`config.mk`:
```
export PLATFORM = sky130hd
export DESIGN_NAME = sof_frame_tracker
export DESIGN_NICKNAME = d
export VERILOG_FILES = /design/src/rtl/sof_frame_tracker.sv
export SDC_FILE = /design/constraint.sdc
export NUM_CORES = 1
export LEC_CHECK = 0
export BUFFER_PORTS_ARGS = -buffer_cell sky130_fd_sc_hd__buf_4
export CAP_MARGIN = 10
export CORE_ASPECT_RATIO = 1.75
export CORE_MARGIN = 3
export CORE_UTILIZATION = 57
export CTS_CLUSTER_DIAMETER = 100
export DETAILED_ROUTE_END_ITERATION = 8
export GPL_TIMING_DRIVEN = 0
export PLACE_DENSITY_LB_ADDON = 0.3
export SLEW_MARGIN = 20
export SYNTH_ARGS = -nofsm -noshare
export SYNTH_HDL_FRONTEND = slang
export SYNTH_SLANG_ARGS = --single-unit
```
`constraint.sdc`:
```
create_clock -name clk -period 7.85 [get_ports clk]
set_clock_uncertainty 0.2 [all_clocks]
set_input_delay 0.785 -clock clk [delete_from_list [all_inputs] [get_ports clk]]
set_output_delay 0.785 -clock clk [all_outputs]
set_load 0.02 [all_outputs]
```
`src/rtl/sof_frame_tracker.sv`:
```
module sof_frame_tracker #(
  parameter logic [7:0] SOF_PID = 8'hA5
) (
  input  logic        clk,
  input  logic        rst_n,
  input  logic        in_valid,
  input  logic [7:0]  in_data,
  input  logic        in_sop,
  input  logic        in_eop,
  output logic [10:0] frame_num,
  output logic        crc_good,
  output logic        crc_bad,
  output logic        sof_pulse,
  output logic [7:0]  status_byte
);

  localparam int          WORD_W  = 16;
  localparam logic [4:0]  SEED    = 5'b11111;
  localparam logic [4:0]  POLY    = 5'b00101;
  localparam logic [4:0]  RESIDUE = 5'b01100;

  logic       active;
  logic [1:0] cnt;
  logic [7:0] pay_lo, pay_hi;

  function automatic logic [4:0] crc_residue(input logic [WORD_W-1:0] w);
    logic [4:0] c;
    logic       fb;
    c = SEED;
    for (int i = 0; i < WORD_W; i++) begin
      fb = c[4] ^ w[i];
      c  = {c[3:0], 1'b0} ^ (fb ? POLY : 5'b0);
    end
    return c;
  endfunction

  wire new_pkt  = in_valid && in_sop;
  wire take     = active && in_valid && !in_sop;
  wire aborting = active && new_pkt;
  wire closing  = active && in_eop && !new_pkt;

  wire [1:0] cnt_n   = (take && cnt != 2'd3) ? cnt + 2'd1 : cnt;
  wire [7:0] lo_n    = (take && cnt == 2'd0) ? in_data : pay_lo;
  wire [7:0] hi_n    = (take && cnt == 2'd1) ? in_data : pay_hi;
  wire       intact  = (cnt_n == 2'd2) && (crc_residue({hi_n, lo_n}) == RESIDUE);

  always_ff @(posedge clk or negedge rst_n) begin
    if (!rst_n) begin
      active    <= 1'b0;
      cnt       <= 2'd0;
      pay_lo    <= 8'h00;
      pay_hi    <= 8'h00;
      frame_num <= '0;
      crc_good  <= 1'b0;
      crc_bad   <= 1'b0;
      sof_pulse <= 1'b0;
    end else begin
      sof_pulse <= new_pkt && (in_data == SOF_PID);
      if (new_pkt) begin
        if (aborting) begin
          crc_good <= 1'b0;
          crc_bad  <= 1'b1;
        end
        active <= (in_data == SOF_PID);
        cnt    <= 2'd0;
      end else if (closing) begin
        active   <= 1'b0;
        crc_good <= intact;
        crc_bad  <= !intact;
        if (intact) frame_num <= {hi_n[2:0], lo_n};
      end else if (take) begin
        cnt    <= cnt_n;
        pay_lo <= lo_n;
        pay_hi <= hi_n;
      end
    end
  end

  assign status_byte = {2'b00, crc_good, crc_bad, 1'b0, frame_num[10:8]};

  a_r9_flags_exclusive: assert property (@(posedge clk) disable iff (!rst_n)
    !(crc_good && crc_bad));

  a_r2_pulse_follows_pid: assert property (@(posedge clk) disable iff (!rst_n)
    sof_pulse |-> $past(in_valid && in_sop && in_data == SOF_PID));

  a_r6_frame_moves_only_when_good: assert property (@(posedge clk) disable iff (!rst_n)
    !$stable(frame_num) |-> crc_good);

  a_r8_bad_needs_close_or_abort: assert property (@(posedge clk) disable iff (!rst_n)
    $rose(crc_bad) |-> $past(in_eop || (in_valid && in_sop)));

  a_r3_quiet_without_packet: assert property (@(posedge clk) disable iff (!rst_n)
    !$past(in_valid || in_eop) |-> ($stable(frame_num) && $stable(crc_good) && !sof_pulse));

endmodule

```
# Word level (Yosys, flattened, before mapping)
# Cells that the tools add are included.
[totals]
ff_bits = 33
in_bits = 13
output_inout_bits = 22
wordCells = 100
[classes]
mux = 30
bitwise_logic = 33
eq_ne = 7
add_sub_neg = 1
reduce_logical = 21
[op_table]
columns = ["cell", "count"]
rows = [
  ["5-bit by 3-bit XOR with 5-bit output", 15],
  ["3-bit 2-to-1 mux", 16],
  ["8-bit 2-to-1 mux", 2],
  ["1-bit XOR", 15],
  ["1-bit logical AND", 11],
  ["8-bit equality test (second input constant)", 1],
  ["1-bit 2-to-1 mux", 8],
  ["2-bit 2-to-1 mux", 4],
  ["3-bit AND reduction", 2],
  ["5-bit by 4-bit equality test with 1-bit output (second input constant)", 1],
  ["2-bit inequality test (second input constant)", 2],
  ["2-bit inverter with 4-bit output", 1],
  ["2-bit AND reduction", 2],
  ["2-bit nonzero test", 2],
  ["1-bit logical NOT", 3],
  ["2-bit by 1-bit adder with 2-bit output (second input constant)", 1],
  ["2-bit by 1-bit equality test with 1-bit output (second input constant)", 1],
  ["2-bit equality test (second input constant)", 1],
  ["2-bit logical NOT", 1],
  ["2-bit by 1-bit inequality test with 1-bit output (second input constant)", 1],
  ["1-bit inverter", 2],
]

# Logic depth before layout (Yosys ltp)
[depth]
depth_word = 56
mapped_depth = 11
depth_no_buf = 9

# Worst setup path after synthesis
# OpenSTA, ideal clock, no wires.
[synth_timing]
kind = "input to register"
startpoint = "input in_data[5]"
endpoint = "register frame_num[0]"
n_path_buf = 2
setup_time_ns = 0.125
setup_slack_ns = 4.510
required_time_ns = 7.525
t_arrival_ns = 3.015
stages = 9
path_cell_list = "buf_2 > xnor3_1 > nor2_1 > a211oi_1 > or3_1 > a211o_1 > a221oi_4 > buf_8 > mux2_4"
[synth_between]
elab_chain_cells = 23
word_cells_on_any_way = 30
cone_classes = "1 x eq/ne; 9 x mux; 18 x bitwise; 2 x reduce/logical"
[synth_lines]
columns = ["item", "line_no", "text"]
rows = [
  ["from (decl)", "7", "input logic [7:0] in_data,"],
  ["8-bit 2-to-1 mux", "43", "wire [7:0] lo_n = (take && cnt == 2'd0) ? in_data : pay_lo;"],
  ["1-bit XOR", "31", "fb = c[4] ^ w[i];"],
  ["3-bit 2-to-1 mux", "32", "c = {c[3:0], 1'b0} ^ (fb ? POLY : 5'b0);"],
  ["5-bit by 3-bit XOR with 5-bit output (3 in a row)", "32", ""],
  ["1-bit XOR", "31", ""],
  ["3-bit 2-to-1 mux", "32", ""],
  ["5-bit by 3-bit XOR with 5-bit output (3 in a row)", "32", ""],
  ["1-bit XOR", "31", ""],
  ["3-bit 2-to-1 mux", "32", ""],
  ["5-bit by 3-bit XOR with 5-bit output (2 in a row)", "32", ""],
  ["5-bit by 3-bit XOR with 5-bit output *", "32", ""],
  ["1-bit XOR", "31", ""],
  ["3-bit 2-to-1 mux", "32", ""],
  ["5-bit by 3-bit XOR with 5-bit output * (2 in a row)", "32", ""],
  ["5-bit by 4-bit equality test with 1-bit output *", "45", "wire intact = (cnt_n == 2'd2) && (crc_residue({hi_n, lo_n}) == RESIDUE);"],
  ["1-bit logical AND *", "45", ""],
  ["3-bit AND reduction (no source line) *", "n/a", ""],
  ["to (signal assigned)", "70", "if (intact) frame_num <= {hi_n[2:0], lo_n};"],
  ["to (decl)", "10", "output logic [10:0] frame_num,"],
]
# Every way passes the cells marked *; elsewhere a longest branch is shown, timed or not.
# A chain may end at the register's enable or synchronous reset.

# Worst setup path after layout
[layout_timing]
startpoint = "register cnt[0]"
endpoint = "register frame_num[2]"
[layout_between]
elab_chain_cells = 33
word_cells_on_any_way = 61
cone_classes = "1 x add/sub; 4 x eq/ne; 19 x mux; 31 x bitwise; 6 x reduce/logical"
[layout_lines]
columns = ["item", "line_no", "text"]
rows = [
  ["from (decl)", "23", "logic [1:0] cnt;"],
  ["from (signal assigned)", "72", "cnt <= cnt_n;"],
  ["2-bit logical NOT", "43", ""],
  ["1-bit logical AND", "43", ""],
  ["8-bit 2-to-1 mux", "43", ""],
  ["3-bit 2-to-1 mux", "32", ""],
  ["2-bit inverter with 4-bit output (no source line)", "n/a", ""],
  ["5-bit by 3-bit XOR with 5-bit output (2 in a row)", "32", ""],
  ["1-bit XOR", "31", ""],
  ["3-bit 2-to-1 mux", "32", ""],
  ["(+14 left out)", "n/a", ""],
  ["3-bit 2-to-1 mux", "32", ""],
  ["5-bit by 3-bit XOR with 5-bit output (3 in a row)", "32", ""],
  ["1-bit XOR", "31", ""],
  ["3-bit 2-to-1 mux", "32", ""],
  ["5-bit by 3-bit XOR with 5-bit output", "32", ""],
  ["5-bit by 4-bit equality test with 1-bit output", "45", ""],
  ["1-bit logical AND", "45", ""],
  ["3-bit AND reduction (no source line)", "n/a", ""],
]
# Parallel ways exist; a longest one is shown, timed or not.

==> flow_summary.rst <==
.. list-table::
   :header-rows: 1

   * - Metric
     - Value
   * - Outcome
     - finished, final reports clean
   * - Number of enable-type register cells in the synthesized netlist
     - 0
   * - CTS hold repair buffers
     - 0
   * - Worst setup SP type
     - flop
   * - H-tree levels
     - 2
   * - Fraction of final layout cells sized beyond drive strength 1
     - 0.327
   * - Residual overflow from global routing
     - 0
   * - Crit-path slowest cell
     - dfrtp_1
   * - Critical Path Fanout Max
     - 10
   * - Hold Crit Class
     - in -> async
   * - Vias after detailed routing
     - 1434
   * - Largest net degree at the start of global routing
     - 34
   * - Fraction of synthesis flops using an asynchronous set or reset pin
     - 1.00
   * - Synth cell types
     - 36
   * - Number of detailed-routing iterations run before antenna repair
     - 4
   * - Starting DRT DRC Count
     - 30
   * - Number of standard-cell rows in the floorplan
     - 28
   * - Number of nets with antenna violations after routing
     - 0
   * - Num CTS Buffers
     - 5
   * - HPWL after detailed placement
     - 3.30 mm
   * - First-pass GRT wire length
     - 7.16 mm
   * - Synth area leader
     - dfrtp_1
   * - Setup total negative slack
     - 0 ps
   * - Mapped cell area
     - 0.00206 mm^2
   * - Critical Path, Cell by Cell
     - ha_1 -> nand4b_1 -> buf_2 -> mux2i_1 -> xnor2_1 -> xnor2_1 -> or3_1 -> a221oi_4 -> buf_8 -> mux2_4
   * - Antenna diodes
     - 0
   * - Critical Path Sink Type
     - flop
   * - Leading register cell type out of synthesis
     - dfrtp_1
   * - Die extent in y
     - 85.6 um
   * - Arrival time reported for the critical path endpoint
     - 3430 ps
   * - Die area
     - 0.00441 mm^2
   * - Routability congestion estimate
     - 0.906
   * - Number of hold-slack violations in the final timing report
     - 0
   * - Largest incremental delay on the critical path
     - 440 ps
   * - Area contributors post-synth
     - dfrtp_1 (40%), mux2_2 (9.8%), mux2i_1 (6.8%), xnor2_1 (5.9%), nand2_1 (4.2%)
   * - Final count of negative-setup-slack endpoints
     - 0
   * - Cell at the root of the clock tree
     - clkbuf_8
   * - Worst-skew pair later-pin latency
     - 280 ps
   * - Worst path required time
     - 7820 ps
   * - Most common cell after layout, fill and taps aside
     - buf_4
   * - Vias in the first global route
     - 1524
   * - Post-detailed-route wirelength per cell
     - 15.9 um
   * - Share of the clock period used by the worst path after layout
     - 0.440
   * - Cell count after synthesis
     - 186
   * - Area added between synthesis and finish
     - 17.5%
   * - Starting Density
     - 0.601
   * - Most frequent cells in the layout
     - buf_4 (36), dfrtp_1 (33), nand2_1 (23), mux2_2 (18)
   * - Worst IR drop on VDD
     - 0.000121 V
   * - # port buffers
     - 28
   * - Worst max-slew margin expressed relative to the limit
     - 0.594
   * - Max clock buf depth
     - 2
   * - Antenna violations before repair
     - 0
   * - I/O pins
     - 35
   * - Count of warnings emitted by yosys
     - 0
   * - Number of nets in the finished design
     - 239
   * - Buffer count from post-CTS setup fixing
     - 0
   * - Measured slew at the worst slew-check pin
     - 606 ps
   * - RSZ-0062 raised after global routing
     - no
   * - P per Cell Area
     - 134 mW/mm^2
   * - Yosys top cell area share
     - 0.400
   * - Total routing usage reported by global routing
     - 0.218
   * - Number of design rule violations left after detail routing
     - 0
   * - Seq/Total Area, Yosys
     - 0.400
   * - Clock Pin Slew Worst Setup and Hold Paths
     - 60 ps
   * - Critical setup path kind
     - reg -> reg
   * - Floorplan die width
     - 51.5 um
   * - Leakage power summed over all cells
     - 1.30 nW
   * - Number of cells upsized or downsized after cts
     - 0
   * - Avg Inst Size Synth
     - 11.1 um^2
   * - Sinks on Clock Net
     - 33
   * - Wirelength, routed
     - 4.26 mm
   * - Fmax achieved
     - 0.289 GHz
   * - Time the final worst path needs with I/O delays and setup
     - 3450 ps
   * - Std-Cell Core Area
     - 0.00343 mm^2
   * - Vias/cell
     - 5.35
   * - Core occupancy in the finished layout
     - 0.706
   * - Number of max-capacitance violations reported
     - 0
   * - Max-slew violation total from the final report
     - 0
   * - TritonCTS clock tree
     - done
   * - Fill cell instance count of the final layout
     - 280
   * - Synth Register Bits
     - 33
   * - Cell repeated most along the worst path
     - xnor2_1
==> path summary, 6_finish.rpt <==
check	end	depth (start not counted)	slack, ps	from
setup / recovery	frame_num[2]$_DFFE_PN0P_	10	4400	cnt[0]$_DFFE_PN0P_
hold / removal	pay_hi[3]$_DFFE_PN0P_	1	230	rst_n
setup reg to reg	frame_num[2]$_DFFE_PN0P_	10	4400	cnt[0]$_DFFE_PN0P_
hold reg to reg	crc_good$_DFFE_PN0P_	1	310	crc_good$_DFFE_PN0P_
max in group asynchronous	pay_lo[0]$_DFFE_PN0P_	1	6920	rst_n
min in group clk	crc_good$_DFFE_PN0P_	1	310	crc_good$_DFFE_PN0P_
==> power breakdown <==
part | switching, mW | total, mW | internal, mW
sequential | 0.000194 | 0.171 | 0.170
clock | 0.0576 | 0.127 | 0.0694
combinational | 0.0150 | 0.0263 | 0.0112
==> sequential cells by signal (all words and copies together) (netlist names) <==
register / cells
cnt: 2
sof_pulse: 1
crc_bad: 1
pay_hi: 8
crc_good: 1
active: 1
frame_num: 11
pay_lo: 8
==> critical path, delay by kind of cell (launching register included) <==
kind	cells	cell delay (ps)
AO/OA/AOI/OAI	1	410
XOR/XNOR	2	320
adder cells (fa/ha/maj)	1	220
buffers and inverters	2	510
flip-flops	1	440
multiplexers	2	620
AND/OR/NAND/NOR	2	600
==> cell families after synthesis <==
| logic type | Yosys count | synth area share |
|---|---|---|
| AND/OR/NAND/NOR | 46 | 0.112 |
| multiplexers | 38 | 0.208 |
| flip-flops | 33 | 0.400 |
| XOR/XNOR | 26 | 0.138 |
| buffers and inverters | 24 | 0.0661 |
| AO/OA/AOI/OAI | 15 | 0.0558 |
| adder cells (fa/ha/maj) | 3 | 0.0182 |
| other | 1 | 0.00182 |
==> Yosys cell counts, types with 2 or more instances <==
cell and number:
mux2_2 18, nor2_1 7, inv_1 9, buf_4 8, xnor2_1 14, a21o_1 2
xor2_1 8, dfrtp_1 33, mux2_4 4, nand2_1 23, a21oi_1 5, buf_2 4
xnor3_1 3, or3_1 3, o21ai_0 2, clkbuf_1 2, nand3_1 5, ha_1 3
o31ai_1 2, mux2i_2 2, mux2i_1 14
==> routing by layer <==
layer	track usage	routed length [um]	vias to the layer above
met1	0.243	1580	699
met2	0.387	2440	34
li1	-	-	693
met4	0.100	70	0
met3	0.0435	166	8
met5	0	0	-
==> area by class of cell <==
class	count	area, um^2	area share
multi-input cells	131	1110	0.458
flip-flops and latches	33	826	0.341
repair buffers	28	210	0.0867
plain buffers	15	103	0.0423
clock buffers	7	86.3	0.0356
well taps	45	56.3	0.0232
inverters	9	33.8	0.0139
==> metrics by stage <==
step	total power [mW]	setup slack [ps]	std cells	hold slack [ps]	cell area [um^2]
2_1_floorplan	0.188	4510	188	274	2070
3_3_place_gp	0.199	4230	261	284	2340
3_5_place_dp	0.200	4160	261	294	2340
4_1_cts	0.326	4400	268	250	2420
5_1_grt	0.336	4230	268	259	2420
6_report	0.324	4400	268	233	2420
(Power assumes the default switching activity.)
